File: src/rtl/usb_sched_pkg.sv
package usb_sched_pkg;
  typedef enum logic [1:0] {
    ST_IDLE = 2'd0,
    ST_WAIT = 2'd1,
    ST_HALT = 2'd2
  } seq_state_e;

  typedef enum logic [1:0] {
    FK_LIST = 2'd0,
    FK_PER  = 2'd1,
    FK_ASY  = 2'd2
  } fetch_kind_e;
endpackage

File: src/rtl/usb_sched_list_addr.sv
module usb_sched_list_addr #(
  parameter int AW    = 32,
  parameter int IDX_W = 10,
  parameter int FN_W  = 14
) (
  input  logic [AW-1:0]   list_base,
  input  logic [FN_W-1:0] frame_num,
  output logic [AW-1:0]   entry_addr
);
  localparam int LO = IDX_W + 2;

  // window slot chosen by the low frame bits, one 32-bit word per slot
  assign entry_addr = {list_base[AW-1:LO], frame_num[IDX_W-1:0], 2'b00};
endmodule

File: src/rtl/usb_sched_async_ptr.sv
module usb_sched_async_ptr #(
  parameter int AW = 32
) (
  input  logic          clk,
  input  logic          rst,
  input  logic          async_en,
  input  logic [AW-1:0] async_head,
  input  logic          adv,
  input  logic [AW-1:0] next_ptr,
  output logic [AW-1:0] cur_ptr
);
  always_ff @(posedge clk) begin
    if (rst)
      cur_ptr <= '0;
    else if (!async_en)
      cur_ptr <= {async_head[AW-1:2], 2'b00};
    else if (adv)
      cur_ptr <= {next_ptr[AW-1:2], 2'b00};
  end
endmodule

File: src/rtl/usb_sched_seq.sv
module usb_sched_seq
  import usb_sched_pkg::*;
#(
  parameter int AW    = 32,
  parameter int IDX_W = 10,
  parameter int FN_W  = 14
) (
  input  logic            clk,
  input  logic            rst,
  input  logic            uframe_tick,
  input  logic [FN_W-1:0] frame_num,
  input  logic            per_en,
  input  logic            async_en,
  input  logic [AW-1:0]   list_base,
  input  logic [AW-1:0]   async_head,
  input  logic            err_clr,
  output logic            rd_req,
  output logic [AW-1:0]   rd_addr,
  input  logic            rd_rsp_valid,
  input  logic [AW-1:0]   rd_rsp_data,
  input  logic            rd_rsp_err,
  output logic            disp_valid,
  output logic [AW-1:0]   disp_addr,
  output logic            disp_async,
  output logic            err_flag
);
  seq_state_e  state_q, state_d;
  fetch_kind_e kind_q, kind_d;
  logic          pend_q, pend_d;
  logic [AW-1:0] curp_q, curp_d;
  logic          req_d, disp_d, dasy_d, err_d;
  logic [AW-1:0] addr_d, daddr_d;
  logic [AW-1:0] entry_addr, ring_ptr, link_ptr;
  logic          link_term, a_adv, go_frame, go_async;

  assign link_ptr  = {rd_rsp_data[AW-1:2], 2'b00};
  assign link_term = rd_rsp_data[0];

  usb_sched_list_addr #(.AW(AW), .IDX_W(IDX_W), .FN_W(FN_W)) u_laddr (
    .list_base (list_base),
    .frame_num (frame_num),
    .entry_addr(entry_addr)
  );

  usb_sched_async_ptr #(.AW(AW)) u_aptr (
    .clk       (clk),
    .rst       (rst),
    .async_en  (async_en),
    .async_head(async_head),
    .adv       (a_adv),
    .next_ptr  (rd_rsp_data),
    .cur_ptr   (ring_ptr)
  );

  always_comb begin
    state_d  = state_q;
    kind_d   = kind_q;
    pend_d   = pend_q;
    curp_d   = curp_q;
    req_d    = 1'b0;
    addr_d   = rd_addr;
    disp_d   = 1'b0;
    daddr_d  = disp_addr;
    dasy_d   = disp_async;
    err_d    = err_flag;
    a_adv    = 1'b0;
    go_frame = 1'b0;
    go_async = 1'b0;

    case (state_q)
      ST_IDLE: go_frame = uframe_tick;
      ST_WAIT: begin
        if (uframe_tick) pend_d = 1'b1;
        if (rd_rsp_valid) begin
          if (rd_rsp_err) begin
            state_d = ST_HALT;
            err_d   = 1'b1;
            pend_d  = 1'b0;
          end else if (pend_q || uframe_tick) begin
            pend_d   = 1'b0;
            go_frame = 1'b1;
          end else begin
            if (kind_q == FK_PER) begin
              disp_d  = 1'b1;
              daddr_d = curp_q;
              dasy_d  = 1'b0;
            end
            if (kind_q == FK_ASY) begin
              disp_d   = 1'b1;
              daddr_d  = ring_ptr;
              dasy_d   = 1'b1;
              a_adv    = 1'b1;
              go_async = 1'b1;
            end else if (link_term) begin
              go_async = 1'b1;
            end else begin
              req_d  = 1'b1;
              addr_d = link_ptr;
              kind_d = FK_PER;
              curp_d = link_ptr;
            end
          end
        end
      end
      ST_HALT: begin
        if (err_clr) begin
          err_d   = 1'b0;
          state_d = ST_IDLE;
        end
      end
      default: state_d = ST_IDLE;
    endcase

    if (go_frame) begin
      if (per_en) begin
        req_d   = 1'b1;
        addr_d  = entry_addr;
        kind_d  = FK_LIST;
        state_d = ST_WAIT;
      end else begin
        go_async = 1'b1;
      end
    end

    if (go_async) begin
      if (async_en) begin
        req_d   = 1'b1;
        addr_d  = a_adv ? link_ptr : ring_ptr;
        kind_d  = FK_ASY;
        state_d = ST_WAIT;
      end else begin
        state_d = ST_IDLE;
      end
    end
  end

  always_ff @(posedge clk) begin
    if (rst) begin
      state_q    <= ST_IDLE;
      kind_q     <= FK_LIST;
      pend_q     <= 1'b0;
      curp_q     <= '0;
      rd_req     <= 1'b0;
      rd_addr    <= '0;
      disp_valid <= 1'b0;
      disp_addr  <= '0;
      disp_async <= 1'b0;
      err_flag   <= 1'b0;
    end else begin
      state_q    <= state_d;
      kind_q     <= kind_d;
      pend_q     <= pend_d;
      curp_q     <= curp_d;
      rd_req     <= req_d;
      rd_addr    <= addr_d;
      disp_valid <= disp_d;
      disp_addr  <= daddr_d;
      disp_async <= dasy_d;
      err_flag   <= err_d;
    end
  end
endmodule

File: config.mk
export PLATFORM = sky130hd
export DESIGN_NAME = usb_sched_seq
export DESIGN_NICKNAME = d
export VERILOG_FILES = /design/src/rtl/usb_sched_pkg.sv /design/src/rtl/usb_sched_list_addr.sv /design/src/rtl/usb_sched_async_ptr.sv /design/src/rtl/usb_sched_seq.sv
export SDC_FILE = /design/constraint.sdc
export NUM_CORES = 1
export LEC_CHECK = 0
export ABC_AREA = 1
export BUFFER_PORTS_ARGS = -buffer_cell sky130_fd_sc_hd__buf_2
export CAP_MARGIN = 20
export CORE_UTILIZATION = 45
export CTS_BUF_LIST = sky130_fd_sc_hd__clkbuf_16
export CTS_CLUSTER_DIAMETER = 120
export DETAILED_ROUTE_END_ITERATION = 10
export GPL_ROUTABILITY_DRIVEN = 0
export PLACE_DENSITY = 0.69
export SKIP_LAST_GASP = 1
export SLEW_MARGIN = 10
export SYNTH_ARGS = -nofsm -noshare
export SYNTH_HDL_FRONTEND = slang
export SYNTH_HIERARCHICAL = 1
export SYNTH_SLANG_ARGS = --single-unit
export TNS_END_PERCENT = 100
File: constraint.sdc
create_clock -name clk -period 2.2 [get_ports clk]
set_input_delay 0.44 -clock clk [delete_from_list [all_inputs] [get_ports clk]]
set_output_delay 0.44 -clock clk [all_outputs]
set_load 0.005 [all_outputs]
==> reports/results.txt <==
outcome = completed
Skew-Pair Late Insertion Delay = 0.42 ns
Int Power = 4.41 mW
diode count = 0
Synth Area in Adders = 0.332%
vias post-DR = 7224
largest net degree at the start of global routing = 93
post-route ant nets = 0
cts-stage hold buffer count = 0
pwr/cell area = 709 nW/µm²
fin crit period = 1.85 ns
area taken by multi-input logic gates = 3710 µm²
core area = 16100 µm²
CP Launch Type = flop
DR vias/cell = 4.79
vias in the first global route = 6349
TritonCTS Buffers = 17
initial antenna violation count = 0
CP endpoint kind = flop
top cell type's share of synthesized area = 35.3%
DIE AREA = 17300 µm²
highest clock rate = 0.541 GHz
Starting Density = 46.8%
Sequential Area = 2660 µm²
P_leak = 4.57 nW
total grt overflow = 0
Critical Path, Cell by Cell = nor2_1 -> nand2_1 -> nor2_4 -> nand2_4 -> inv_1 -> inv_2 -> nand3_1 -> nand3_1 -> nand2_1 -> inv_1
area leader, netlist = dfxtp_1
crit share post-route = 84.1%
TNS Setup = 0 ns
synthesized area = 7540 µm²
Yosys reg bits = 133
Slew @ Worst Pin = 0.981 ns
syn avg cell area = 6.34 µm²
Reg-to-Reg Start = pend_q
Psw = 1.74 mW
Worst Skew = 0.00658 ns
synth warn = 6
HP Class = in2reg
worst vdd ir = 0.555 mV
Slew Viols, Final = 0
CP Launch Point = pend_q
IO Count = 186
crit path DAT = 2.16 ns
fill count = 1673
post-cts resize count = 0
worst hold path depth = 2
Iteration-0 DRC Markers = 576
sequential area share after synthesis = 35.3%
row cnt = 46
Logic pwr share = 13.6%
NumNets Final = 1399
Overall Power = 6.15 mW
H-tree depth = 4
CP max-delay cell = dfxtp_1
die span in y = 131 µm
largest stage delay on the critical path = 0.31 ns
CP Class = reg2reg
wire length of the first global-routing pass = 33200 µm
Max Cap Viol = 0
HP Start = err_clr
Setup WS post-layout = 0.351 ns
# setup viols final = 0
CTS Buffer Depth = 2
area delta synth->final = 15.1%
RSZ-0062 raised after global routing = false
Clock Power Share = 44.5%
first drt pass iteration count = 6
GRT Util Overall = 23.9%
Place WS = 0.136 ns
xor/xnor share of the synthesized area = 0%
post-synthesis cell type count = 27
Flop pwr share = 41.9%
final core occ = 53.9%
DR WL/cell = 13.6 µm
CTS tree = built
die width = 131 µm
Synth Area in Compound Gates = 8.76%
Syn Inst Count = 1190
Reg2Reg Setup Slack = 0.35 ns
synth top area cells = dfxtp_1 (35%), nand2_1 (16%), nand3_1 (12%), nor2_1 (7.0%), o21ai_0 (6.0%)
detailed-route DRC error count = 0
dpl hpwl = 14700 µm
setup bufs post-CTS = 0
share of layout cells above drive strength 1 = 18.5%
final wirelength = 20500 µm
Critical Path RT = 2.51 ns
PortBufs = 166
Sw Ratio = 28.3%
mux contribution to synthesized area = 0%
worst r2r path cells = 10
CTS sink count = 133
main combinational cell family by area after synthesis = simple AND/OR/NAND/NOR gates
clock-pin slew on the worst setup and hold paths = 0.06 ns
crit-path max FO = 30
Final Hold Fails = 0
root buffer cell = clkbuf_16
Simple-Gate Fraction of Synth Area = 39.8%
Relative slew margins = 34.5%
[metal layers]
| metal | GRT usage, % | routed length [µm] | up-vias |
|---|---|---|---|
| li1 | - | - | 3902 |
| met1 | 36.4 | 10400 | 3067 |
| met2 | 32.2 | 8340 | 232 |
| met3 | 6.21 | 1510 | 23 |
| met4 | 6.91 | 296 | 0 |
| met5 | 0 | 0 | - |
[cell families (layout without fill, tap and decap cells)]
logic type	count (synthesis)	in the layout
AO/OA/AOI/OAI	131	131
adder cells (fa/ha/maj)	2	2
buffers and inverters	230	330
flip-flops	133	133
other	2	4
AND/OR/NAND/NOR	692	692
[power groups by stage]
stage,clock [mW],sequential [mW],combinational (mW)
floorplan,0,2.62,0.576
global placement,0,2.63,0.817
detailed placement,0,2.63,0.831
CTS,2.79,2.58,0.833
global route,2.90,2.59,0.950
finish,2.74,2.58,0.835
[placed cells by master (no fill, tap or decap), types with 3 or more instances in the layout]
cell type  count
a21oi_1       35
buf_12         4
buf_2        166
buf_4         19
clkbuf_16     17
clkinv_4       6
conb_1         4
dfxtp_1      133
inv_1        102
inv_2          6
inv_6          3
nand2_1      323
nand2_2        4
nand3_1      186
nand3b_1      30
nor2_1       140
o21ai_0       90
o21ai_1        4
[synth_stat cells (all sizes together)]
cell / count
nand2: 329
nand3: 187
nor2: 143
dfxtp: 133
inv: 108
o21ai: 94
buf: 81
clkbuf: 40
a21oi: 35
nand3b: 30
conb: 2
ha: 2
a22oi: 1
clkinv: 1
nand4: 1
nor3: 1
nor4: 1
o21a: 1
[layout make-up]
| type | instances | area share [%] |
|---|---|---|
| multi-input cells | 829 | 42.7 |
| flip-flops and latches | 133 | 30.7 |
| repair buffers | 189 | 12.1 |
| clock buffers | 17 | 4.90 |
| inverters | 109 | 4.77 |
| well taps | 216 | 3.11 |
| clock inverters | 15 | 1.70 |
[metrics by stage]
step                hold WS, ns  instance area (µm²)  instances
floorplan                 0.424                 7550       1192
global placement          0.432                 8110       1476
detailed placement        0.437                 8110       1476
CTS                       0.199                 8680       1508
global route              0.220                 8680       1508
finish                    0.219                 8680       1508
[sequential cells by signal (all words and copies together) (netlist names)]
| signal | cells |
|---|---|
| curp_q | 30 |
| disp_addr | 32 |
| disp_async | 1 |
| disp_valid | 1 |
| err_flag | 1 |
| kind_q | 2 |
| pend_q | 1 |
| rd_addr | 32 |
| rd_req | 1 |
| state_q | 2 |
| u_aptr/cur_ptr | 30 |
[worst paths after layout]
kind,endpoint
setup / recovery,u_aptr/cur_ptr[19]
hold / removal,err_flag
setup reg to reg,u_aptr/cur_ptr[19]
hold reg to reg,curp_q[27]
[critical path: cells and delay by family, from the launching register on]
family                 cells  cell delay [ns]
DFF                        1             0.31
and+or+nand+nor            7             0.99
buffers and inverters      3             0.42
No activity file was read; power rests on OpenSTA's default activity.
